## config.mk

```make
export PLATFORM = sky130hd
export DESIGN_NAME = usb_pwr_seq
export DESIGN_NICKNAME = d
export VERILOG_FILES = /design/src/rtl/pwr_pkg.sv /design/src/rtl/pwr_sync.sv /design/src/rtl/pwr_idle_det.sv /design/src/rtl/pwr_resume_timer.sv /design/src/rtl/usb_pwr_seq.sv
export SDC_FILE = /design/constraint.sdc
export NUM_CORES = 1
export LEC_CHECK = 0
export ABC_AREA = 1
export BUFFER_PORTS_ARGS = -buffer_cell sky130_fd_sc_hd__buf_4
export CAP_MARGIN = 5
export CELL_PAD_IN_SITES_DETAIL_PLACEMENT = 0
export CELL_PAD_IN_SITES_GLOBAL_PLACEMENT = 1
export CORE_UTILIZATION = 45
export CTS_CLUSTER_DIAMETER = 150
export DETAILED_ROUTE_END_ITERATION = 12
export GPL_TIMING_DRIVEN = 1
export HOLD_SLACK_MARGIN = 0.03
export PLACE_DENSITY = 0.78
export SLEW_MARGIN = 20
export SYNTH_ARGS = -nofsm -noshare
export SYNTH_HDL_FRONTEND = slang
export SYNTH_SLANG_ARGS = --single-unit
```

## constraint.sdc

```tcl
create_clock -name clk -period 1.77 [get_ports clk]
set_clock_uncertainty 0.1 [all_clocks]
set_input_delay 0.177 -clock clk [delete_from_list [all_inputs] [get_ports clk]]
set_output_delay 0.177 -clock clk [all_outputs]
set_load 0.005 [all_outputs]
```

## src/rtl/pwr_pkg.sv

```systemverilog
package pwr_pkg;

  typedef enum logic [1:0] {
    PS_RUN   = 2'd0,
    PS_SLEEP = 2'd1,
    PS_WAKE  = 2'd2
  } pwr_state_e;

  // Linear map of the code f onto [minv, maxv] ticks, rounded to nearest.
  function automatic int res_ticks(input int f, input int minv,
                                   input int maxv, input int fw);
    int fmax;
    fmax = (1 << fw) - 1;
    return minv + (f * (maxv - minv) + fmax / 2) / fmax;
  endfunction

endpackage

```

## src/rtl/pwr_sync.sv

```systemverilog
module pwr_sync #(
  parameter int W = 1
) (
  input  logic         clk,
  input  logic         rst_n,
  input  logic [W-1:0] d_i,
  output logic [W-1:0] q_o
);
  logic [W-1:0] s1_q, s2_q;

  always_ff @(posedge clk or negedge rst_n) begin
    if (!rst_n) begin
      s1_q <= '0;
      s2_q <= '0;
    end else begin
      s1_q <= d_i;
      s2_q <= s1_q;
    end
  end

  assign q_o = s2_q;
endmodule

```

## src/rtl/pwr_idle_det.sv

```systemverilog
module pwr_idle_det #(
  parameter int IDLE_TICKS = 6
) (
  input  logic clk,
  input  logic rst_n,
  input  logic en_i,
  input  logic act_i,
  input  logic tick_i,
  output logic irq_o
);
  localparam int IW = $clog2(IDLE_TICKS + 1);
  localparam logic [IW-1:0] LAST = IW'(IDLE_TICKS - 1);
  localparam logic [IW-1:0] SAT  = IW'(IDLE_TICKS);

  logic [IW-1:0] cnt_q;
  logic          irq_q;

  always_ff @(posedge clk or negedge rst_n) begin
    if (!rst_n) begin
      cnt_q <= '0;
      irq_q <= 1'b0;
    end else begin
      irq_q <= en_i && !act_i && tick_i && (cnt_q == LAST);
      if (!en_i || act_i)
        cnt_q <= '0;
      else if (tick_i && cnt_q != SAT)
        cnt_q <= cnt_q + 1'b1;
    end
  end

  assign irq_o = irq_q;

  a_r4_act_restarts: assert property (@(posedge clk) disable iff (!rst_n)
    (en_i && act_i) |=> (cnt_q == '0));
  a_r3_irq_from_run: assert property (@(posedge clk) disable iff (!rst_n)
    irq_q |-> $past(en_i));
  a_r3_single_pulse: assert property (@(posedge clk) disable iff (!rst_n)
    irq_q |=> !irq_q);
endmodule

```

## src/rtl/pwr_resume_timer.sv

```systemverilog
module pwr_resume_timer #(
  parameter int CW = 5
) (
  input  logic          clk,
  input  logic          rst_n,
  input  logic          en_i,
  input  logic          tick_i,
  input  logic [CW-1:0] len_i,
  output logic          done_o
);
  logic [CW-1:0] cnt_q;

  always_ff @(posedge clk or negedge rst_n) begin
    if (!rst_n)
      cnt_q <= '0;
    else if (!en_i)
      cnt_q <= '0;
    else if (tick_i)
      cnt_q <= cnt_q + 1'b1;
  end

  assign done_o = en_i && tick_i && (cnt_q == len_i - 1'b1);

  a_r8_count_in_window: assert property (@(posedge clk) disable iff (!rst_n)
    en_i |-> (cnt_q < len_i));
endmodule

```

## src/rtl/usb_pwr_seq.sv

```systemverilog
module usb_pwr_seq #(
  parameter int KEY_W      = 8,
  parameter int RES_W      = 4,
  parameter int RES_MIN    = 1,
  parameter int RES_MAX    = 20,
  parameter int IDLE_TICKS = 6
) (
  input  logic             clk,
  input  logic             rst_n,
  input  logic             susp_set_i,
  input  logic             wake_usb_en_i,
  input  logic             wake_key_en_i,
  input  logic [RES_W-1:0] resume_len_i,
  input  logic             bus_act_i,
  input  logic [KEY_W-1:0] key_i,
  input  logic             tick_i,
  output logic             osc_en_o,
  output logic             clk_en_o,
  output logic             idle_irq_o,
  output logic [1:0]       state_o
);
  import pwr_pkg::*;

  localparam int CW = $clog2(RES_MAX + 1);

  pwr_state_e    state_q, state_d;
  logic          susp_q;
  logic [KEY_W-1:0] key_s, snap_q;
  logic          act_s;
  logic          res_done;
  logic [CW-1:0] res_len;
  logic          wake_hit;

  pwr_sync #(.W(1)) u_act_sync (
    .clk(clk), .rst_n(rst_n), .d_i(bus_act_i), .q_o(act_s));

  pwr_sync #(.W(KEY_W)) u_key_sync (
    .clk(clk), .rst_n(rst_n), .d_i(key_i), .q_o(key_s));

  assign res_len = CW'(res_ticks(int'(resume_len_i), RES_MIN, RES_MAX, RES_W));

  pwr_idle_det #(.IDLE_TICKS(IDLE_TICKS)) u_idle (
    .clk(clk), .rst_n(rst_n), .en_i(state_q == PS_RUN),
    .act_i(act_s), .tick_i(tick_i), .irq_o(idle_irq_o));

  pwr_resume_timer #(.CW(CW)) u_timer (
    .clk(clk), .rst_n(rst_n), .en_i(state_q == PS_WAKE),
    .tick_i(tick_i), .len_i(res_len), .done_o(res_done));

  assign wake_hit = (wake_usb_en_i && act_s) ||
                    (wake_key_en_i && (key_s != snap_q));

  always_comb begin
    state_d = state_q;
    unique case (state_q)
      PS_RUN:   if (susp_q)   state_d = PS_SLEEP;
      PS_SLEEP: if (wake_hit) state_d = PS_WAKE;
      PS_WAKE:  if (res_done) state_d = PS_RUN;
      default:                state_d = PS_RUN;
    endcase
  end

  always_ff @(posedge clk or negedge rst_n) begin
    if (!rst_n) begin
      state_q <= PS_RUN;
      susp_q  <= 1'b0;
      snap_q  <= '0;
    end else begin
      state_q <= state_d;
      if (state_q == PS_WAKE && res_done)
        susp_q <= 1'b0;
      else if (susp_set_i)
        susp_q <= 1'b1;
      if (state_q == PS_RUN && state_d == PS_SLEEP)
        snap_q <= key_s;
    end
  end

  assign osc_en_o = (state_q != PS_SLEEP);
  assign clk_en_o = (state_q == PS_RUN);
  assign state_o  = state_q;

  a_r2_sleep_entry: assert property (@(posedge clk) disable iff (!rst_n)
    (state_q == PS_RUN && susp_q) |=> (state_q == PS_SLEEP));
  a_r5_stay_asleep: assert property (@(posedge clk) disable iff (!rst_n)
    (state_q == PS_SLEEP && !wake_usb_en_i && !wake_key_en_i) |=> (state_q == PS_SLEEP));
  a_r7_wake_from_sleep: assert property (@(posedge clk) disable iff (!rst_n)
    (state_q == PS_WAKE && $past(state_q) != PS_WAKE) |-> ($past(state_q) == PS_SLEEP));
  a_r9_req_cleared: assert property (@(posedge clk) disable iff (!rst_n)
    ($past(state_q) == PS_WAKE && state_q == PS_RUN) |-> !susp_q);
  a_r7_clocks_masked: assert property (@(posedge clk) disable iff (!rst_n)
    $rose(clk_en_o) |-> $past(state_q == PS_WAKE));
endmodule

```

# Word level (Yosys, flattened, before mapping)
# Index checks and enable logic that the tools add are counted.
dict set report totals {
  wordCells 53
  romBits 0
  latch_bits 0
  n_memories 0
  out_inout_bits 5
  inputBits 19
  ramBits 0
  reg_bits 38
}
dict set report classes {
  magnitude_cmp 0
  n_mul 1
  div 1
  eq_ne 9
  muxes 10
  add_sub_neg 5
  shift 0
  n_bitwise 0
  reduce_logical 17
}
# op n
set op_table {}
lappend op_table {{divider 32 x 5 -> 32 bit (second input constant)} 1}
lappend op_table {{adder 9 x 3 -> 10 bit (second input constant)} 1}
lappend op_table {{logical AND 1 bit} 10}
lappend op_table {{2-to-1 mux 5 bit} 2}
lappend op_table {{multiplier 4 x 5 -> 9 bit (second input constant)} 1}
lappend op_table {{!= test 8 bit} 1}
lappend op_table {{2-to-1 mux 2 bit} 3}
lappend op_table {{2-to-1 mux 3 bit} 2}
lappend op_table {{case mux 2 bit (3 select lines)} 1}
lappend op_table {{adder 2 x 5 -> 5 bit (first input constant)} 1}
lappend op_table {{adder 5 x 1 -> 5 bit (second input constant)} 1}
lappend op_table {{== test 5 bit} 1}
lappend op_table {{subtractor 5 x 1 -> 5 bit (second input constant)} 1}
lappend op_table {{== test 2 x 1 -> 1 bit (second input constant)} 2}
lappend op_table {{nonzero test 2 bit} 2}
lappend op_table {{adder 3 x 1 -> 3 bit (second input constant)} 1}
lappend op_table {{== test 3 bit (second input constant)} 1}
lappend op_table {{!= test 3 bit (second input constant)} 1}
lappend op_table {{== test 2 bit (second input constant)} 1}
lappend op_table {{zero test 1 bit} 2}
lappend op_table {{zero test 2 bit} 1}
lappend op_table {{logical OR 1 bit} 2}
lappend op_table {{2-to-1 mux 1 bit} 2}
lappend op_table {{!= test 2 x 1 -> 1 bit (second input constant)} 1}
lappend op_table {{!= test 2 bit (second input constant)} 1}

# Depth between registers and ports, before layout
dict set report depth {
  word_depth 11
  depth_mapped 42
  ltp_nobuf 42
}

# By module
# A second synthesis with hierarchy kept.
dict set report hier_totals {
  hier_cells 364
  hier_area_um2 2879.0
}
# mod area_per_inst_um2 cells_each seq_area_each_um2 instances
set by_module_without_submodules {}
lappend by_module_without_submodules {usb_pwr_seq 1747.9 241 275.3 1}
lappend by_module_without_submodules {pwr_resume_timer 425.4 71 125.1 1}
lappend by_module_without_submodules {{pwr_sync (u_key_sync)} 400.4 16 400.4 1}
lappend by_module_without_submodules {pwr_idle_det 255.2 34 100.1 1}
lappend by_module_without_submodules {{pwr_sync (u_act_sync)} 50.0 2 50.0 1}

# Least setup slack after synthesis
# No wires, ideal clock.
dict set report synth_path {
  path_type {in2reg}
  from {input resume_len_i[2]}
  to {register state_q[1] (netlist: state_o[1])}
  t_required_ns 1.554
  path_slack_ns -2.815
  setup_time_ns 0.116
  path_buffers 0
  arrival_ns 4.369
  stages 42
  path_cell_list {inv_1 ha_1 ha_1 or2_2 ha_1 ha_1 nand2_1 inv_1 nand2_1 nand3_1 nand2_1 nand2_2 inv_2 ha_1 nand4_4 nand2_2 o21ai_2 nand3_2 [... 6 more ...] nand2_2 nand2_4 nand2_2 nand2_1 inv_1 ha_1 nand3_1 nor2_4 nor2_8 nand2_4 nand2_1 inv_1 nor2_1 nand3_1 nand2_1 nand3_1 nand2_1 nand2_1}
}
dict set report synth_via {
  elab_chain_cells 9
}
# item line
set synth_lines {}
lappend synth_lines {{start: declaration} usb_pwr_seq.sv:13} ;# input logic [RES_W-1:0] resume_len_i,
lappend synth_lines {{multiplier 4 x 5 -> 9 bit} pwr_pkg.sv:14} ;# return minv + (f * (maxv - minv) + fmax / 2) / fmax;
lappend synth_lines {{adder 9 x 3 -> 10 bit} pwr_pkg.sv:14}
lappend synth_lines {{divider 32 x 5 -> 32 bit} pwr_pkg.sv:14}
lappend synth_lines {{adder 2 x 5 -> 5 bit} pwr_pkg.sv:14}
lappend synth_lines {{subtractor 5 x 1 -> 5 bit} pwr_resume_timer.sv:22} ;# assign done_o = en_i && tick_i && (cnt_q == len_i - 1'b1);
lappend synth_lines {{== test 5 bit} pwr_resume_timer.sv:22}
lappend synth_lines {{logical AND 1 bit} pwr_resume_timer.sv:22}
lappend synth_lines {{2-to-1 mux 2 bit} usb_pwr_seq.sv:58} ;# PS_WAKE: if (res_done) state_d = PS_RUN;
lappend synth_lines {{case mux 2 bit (3 select lines)} usb_pwr_seq.sv:55} ;# unique case (state_q)
lappend synth_lines {{named net state_d[1]} usb_pwr_seq.sv:26} ;# pwr_state_e state_q, state_d;
lappend synth_lines {{end signal: assignment} usb_pwr_seq.sv:69} ;# state_q <= state_d;
lappend synth_lines {{end: declaration} usb_pwr_seq.sv:26}
# The timed path passes the listed nets, and every way through them passes these cells.
# A chain may end at the register's enable or synchronous reset.

# Worst setup path after layout
# Ends and elaborated chain as after synthesis.

==> reports/metrics.csv <==
stage;metric;value;unit
finish;share of cells above drive strength 1;0.401;
yosys;cell area after technology mapping;2760;µm²
power;cell area power density;1180;nW/µm²
yosys;share of the yosys chip area belonging to registers;0.345;
sta;final hold slack;0.0681;ns
detailed_routing;WL per Instance;11.2;µm
sta;smallest setup slack after layout;-2.38;ns
clock_network;TritonCTS clock tree;done;
finish;area of the multi-input gates;1800;µm²
sta;Final Slew Violations;0;
yosys;instance count of the mapped netlist;340;
critical_path;largest stage delay on the critical path;0.28;ns
finish;most common library cell in the layout ignoring fill and taps;sky130_fd_sc_hd__buf_4;
sta;peak clock frequency supported by timing;0.241;GHz
global_routing;vias in the first global route;2430;
global_routing;Overflow after GRT;0;
detailed_routing;number of remaining DRC errors;0;
detailed_routing;number of vias per cell after detailed routing;4.69;
critical_path;CP dominant cell by count;sky130_fd_sc_hd__nand2_2;
finish;area grow syn2layout;42.2;%
floorplanning;die span in y;80.3;µm
critical_path;critical setup path kind;input pin to register;
sta;final period demand of the worst path;4.15;ns
sta;RSZ-0062 raised after global routing;yes;
power;Max VDD drop;0.756;mV
clock_network;number of H-tree branching levels;2;
floorplanning;num rows;28;
floorplanning;width of the die;80.3;µm
critical_path;startpoint of the most critical register-to-register path;state_o[0]$_DFF_PN0_;
clock_network;CTS root buf;sky130_fd_sc_hd__clkbuf_8;
power;leakage power;0.00198;µW
yosys;Synth Register Bits;38;
yosys;cells taking the most area after synthesis;sky130_fd_sc_hd__dfrtp_1, sky130_fd_sc_hd__ha_1, sky130_fd_sc_hd__nand2_1, sky130_fd_sc_hd__inv_1, sky130_fd_sc_hd__nand3_1;
detailed_routing;DRT Wirelength;5860;µm
finish;total of fill cells in the finished design;525;
finish;Post-Layout Inst Area;3920;µm²
critical_path;number of cells traversed by the worst register-to-register path;10;
placement;Post-DP Area;3600;µm²
global_routing;global-route usage over all layers;0.202;
yosys;cell accounting for the most synthesized area;sky130_fd_sc_hd__dfrtp_1;
critical_path;Data required, critical path;1.85;ns
global_routing;pin count of the biggest net entering global routing;39;
critical_path;worst-path cell with the longest stage delay;sky130_fd_sc_hd__ha_4;
finish;end-of-flow core utilization;0.663;
power;post-layout total power;4640;µW
clock_network;Num CTS Buffers;5;
finish;diode count;0;
clock_network;number of sinks handled by clock tree synthesis;38;
critical_path;start point of the critical path;resume_len_i[2];
detailed_routing;DR vias;2446;
min_path;min-delay worst type;input pin to register;
detailed_routing;DRC violation total after the first TritonRoute iteration;54;
global_routing;initial antenna violation count;0;
critical_path;data arrival time of the critical path;4.23;ns
placement;Final Wtd Congestion;0.827;
clock_network;worst skew pair latency;0.29;ns
yosys;Synthesized Nets;383;
critical_path;R2R Setup Slk;-0.02;ns
detailed_routing;DR pass1 iterations;7;
finish;sequential cell area;951;µm²
sta;worst rel slew slack;0.687;
run_status;failing checks;setup timing;
floorplanning;Floorplan Core Area;5920;µm²
finish;top library cells by usage in the layout, fill and taps aside;sky130_fd_sc_hd__buf_4, sky130_fd_sc_hd__nand2_1, sky130_fd_sc_hd__inv_1;
critical_path;top fanout value on the critical path;7;
sta;Final Hold Viols;0;
critical_path;startpoint class of the critical path;input pin;
critical_path;worst reg2reg path endpoint;state_o[1]$_DFF_PN0_;
flow_run;max-cap violations;0;
finish;final net count;488;
detailed_routing;count of antenna-violating nets left after detailed routing;0;
global_routing;first-pass GRT wire length;10200;µm
yosys;count of warnings emitted by yosys;0;
placement;Port Buffers;23;
clock_network;Bufs on Longest Clock Path;2;
yosys;share of the synthesized area in the top cell type;0.345;
placement;Post-Place Setup Slack;-2.86;ns
floorplanning;initial cell density of the core;0.466;
sta;share of the clock period used by the worst path;2.35;
sta;measured slew at the worst slew-check pin;0.469;ns
critical_path;critical path endpoint category;register;
placement;placed wire-length estimate after detailed placement;4640;µm
clock_network;clock-pin slew of the registers on the worst-case setup and hold paths;0.08;ns
yosys;Netlist cell types;36;
run_status;outcome;complete, but fails checks;
floorplanning;area enclosed by the die boundary;6440;µm²
critical_path;capturing element of the worst setup path;state_o[1]$_DFF_PN0_;
floorplanning;Top-Level Pins;24;
yosys;average size of a mapped cell;8.11;µm²
sta;count of endpoints failing setup in the final report;2;
stage by stage:
step                std cells  TNS (ns)
global placement          496     -5.43
global route              521     -5.45
detailed placement        496     -5.68
CTS                       518     -4.62
floorplan                 340     -4.98
finish                    521     -4.73
Yosys cell counts:
| cell type | instances |
|---|---|
| sky130_fd_sc_hd__nor2_1 | 27 |
| sky130_fd_sc_hd__a21o_1 | 1 |
| sky130_fd_sc_hd__nor2_2 | 1 |
| sky130_fd_sc_hd__o211ai_1 | 1 |
| sky130_fd_sc_hd__nand3_2 | 6 |
| sky130_fd_sc_hd__o21ai_0 | 10 |
| sky130_fd_sc_hd__a211oi_1 | 1 |
| sky130_fd_sc_hd__clkbuf_1 | 1 |
| sky130_fd_sc_hd__mux2_2 | 6 |
| sky130_fd_sc_hd__o21bai_4 | 1 |
| sky130_fd_sc_hd__o2111ai_1 | 1 |
| sky130_fd_sc_hd__nand2_2 | 14 |
| sky130_fd_sc_hd__or2_2 | 4 |
| sky130_fd_sc_hd__nand3_1 | 22 |
| sky130_fd_sc_hd__o21bai_1 | 1 |
| sky130_fd_sc_hd__o31ai_1 | 1 |
| sky130_fd_sc_hd__a21oi_1 | 5 |
| sky130_fd_sc_hd__nor2_4 | 3 |
| sky130_fd_sc_hd__xnor2_1 | 7 |
| sky130_fd_sc_hd__nand4_4 | 1 |
| sky130_fd_sc_hd__nand3_4 | 1 |
| sky130_fd_sc_hd__nand2_1 | 77 |
| sky130_fd_sc_hd__nand3b_1 | 3 |
| sky130_fd_sc_hd__inv_1 | 42 |
| sky130_fd_sc_hd__nand4_1 | 10 |
| sky130_fd_sc_hd__nor3_1 | 5 |
| sky130_fd_sc_hd__o21ai_1 | 2 |
| sky130_fd_sc_hd__dfrtp_1 | 38 |
| sky130_fd_sc_hd__xor2_1 | 7 |
| sky130_fd_sc_hd__inv_2 | 7 |
| sky130_fd_sc_hd__nand2_4 | 6 |
| sky130_fd_sc_hd__o21bai_2 | 1 |
| sky130_fd_sc_hd__o21ai_2 | 1 |
| sky130_fd_sc_hd__nor2_8 | 1 |
| sky130_fd_sc_hd__ha_1 | 24 |
| sky130_fd_sc_hd__a21oi_2 | 1 |
critical path, delay by kind of cell:
kind,cells,cell delay (ns)
adders and majority gates,6,1.18
buffers and inverters,4,0.24
and+or+nand+nor,31,2.63
worst min-delay path by stage:
stage	startpoint	slack [ns]	endpoint	depth (start not counted)
CTS	susp_set_i	0.05	susp_q$_DFFE_PN0P_	4
finish	susp_set_i	0.07	susp_q$_DFFE_PN0P_	4
global placement	rst_n	0.06	u_idle.cnt_q[0]$_DFFE_PN0P_	1
detailed placement	rst_n	0.07	u_idle.cnt_q[1]$_DFFE_PN0P_	1
global route	tick_i	0.06	u_idle.irq_o$_DFF_PN0_	3
floorplan	rst_n	-0.22	snap_q[0]$_DFFE_PN0P_	0
power breakdown:
part           leakage [µW]  internal (µW)  switching [µW]
combinational       0.00147           1400            1510
clock             0.0000472            313             296
sequential         0.000463           1020             100
total               0.00198           2740            1900
repair_timing:
item	CTS	global route
gates resized for setup	12	10
endpoints found under the hold margin	47	0
setup buffers	4	3
pin swaps	27	15
hold buffers	10	0
endpoints found under the setup margin	2	2
cell families after synthesis:
family | after synthesis | synth area share
fa+ha+maj | 24 | 0.109
compound gates | 27 | 0.0649
buf+inv | 50 | 0.0681
flops | 38 | 0.345
simple gates | 181 | 0.344
mux | 6 | 0.0245
xor+xnor | 14 | 0.0445
registers in the layout, indices dropped and copies added (netlist names):
name / cells
snap_q: 8
state_o: 2
susp_q: 1
u_act_sync.q_o: 1
u_act_sync.s1_q: 1
u_idle.cnt_q: 3
u_idle.irq_o: 1
u_key_sync.q_o: 8
u_key_sync.s1_q: 8
u_timer.cnt_q: 5
metal layers:
layer | vias up | GRT usage | wire (µm)
met2 | 27 | 0.368 | 3010
li1 | 1304 | - | -
met1 | 1110 | 0.250 | 2740
met3 | 5 | 0.0341 | 70
met5 | - | 0 | 0
met4 | 0 | 0.0429 | 34
layout make-up:
class | count | area share
clock inverters | 2 | 0.00319
repair buffers | 99 | 0.200
well taps | 75 | 0.0239
multi-input cells | 252 | 0.459
flip-flops and latches | 38 | 0.242
inverters | 49 | 0.0501
clock buffers | 6 | 0.0211
No activity file was read; power rests on OpenSTA's default activity.
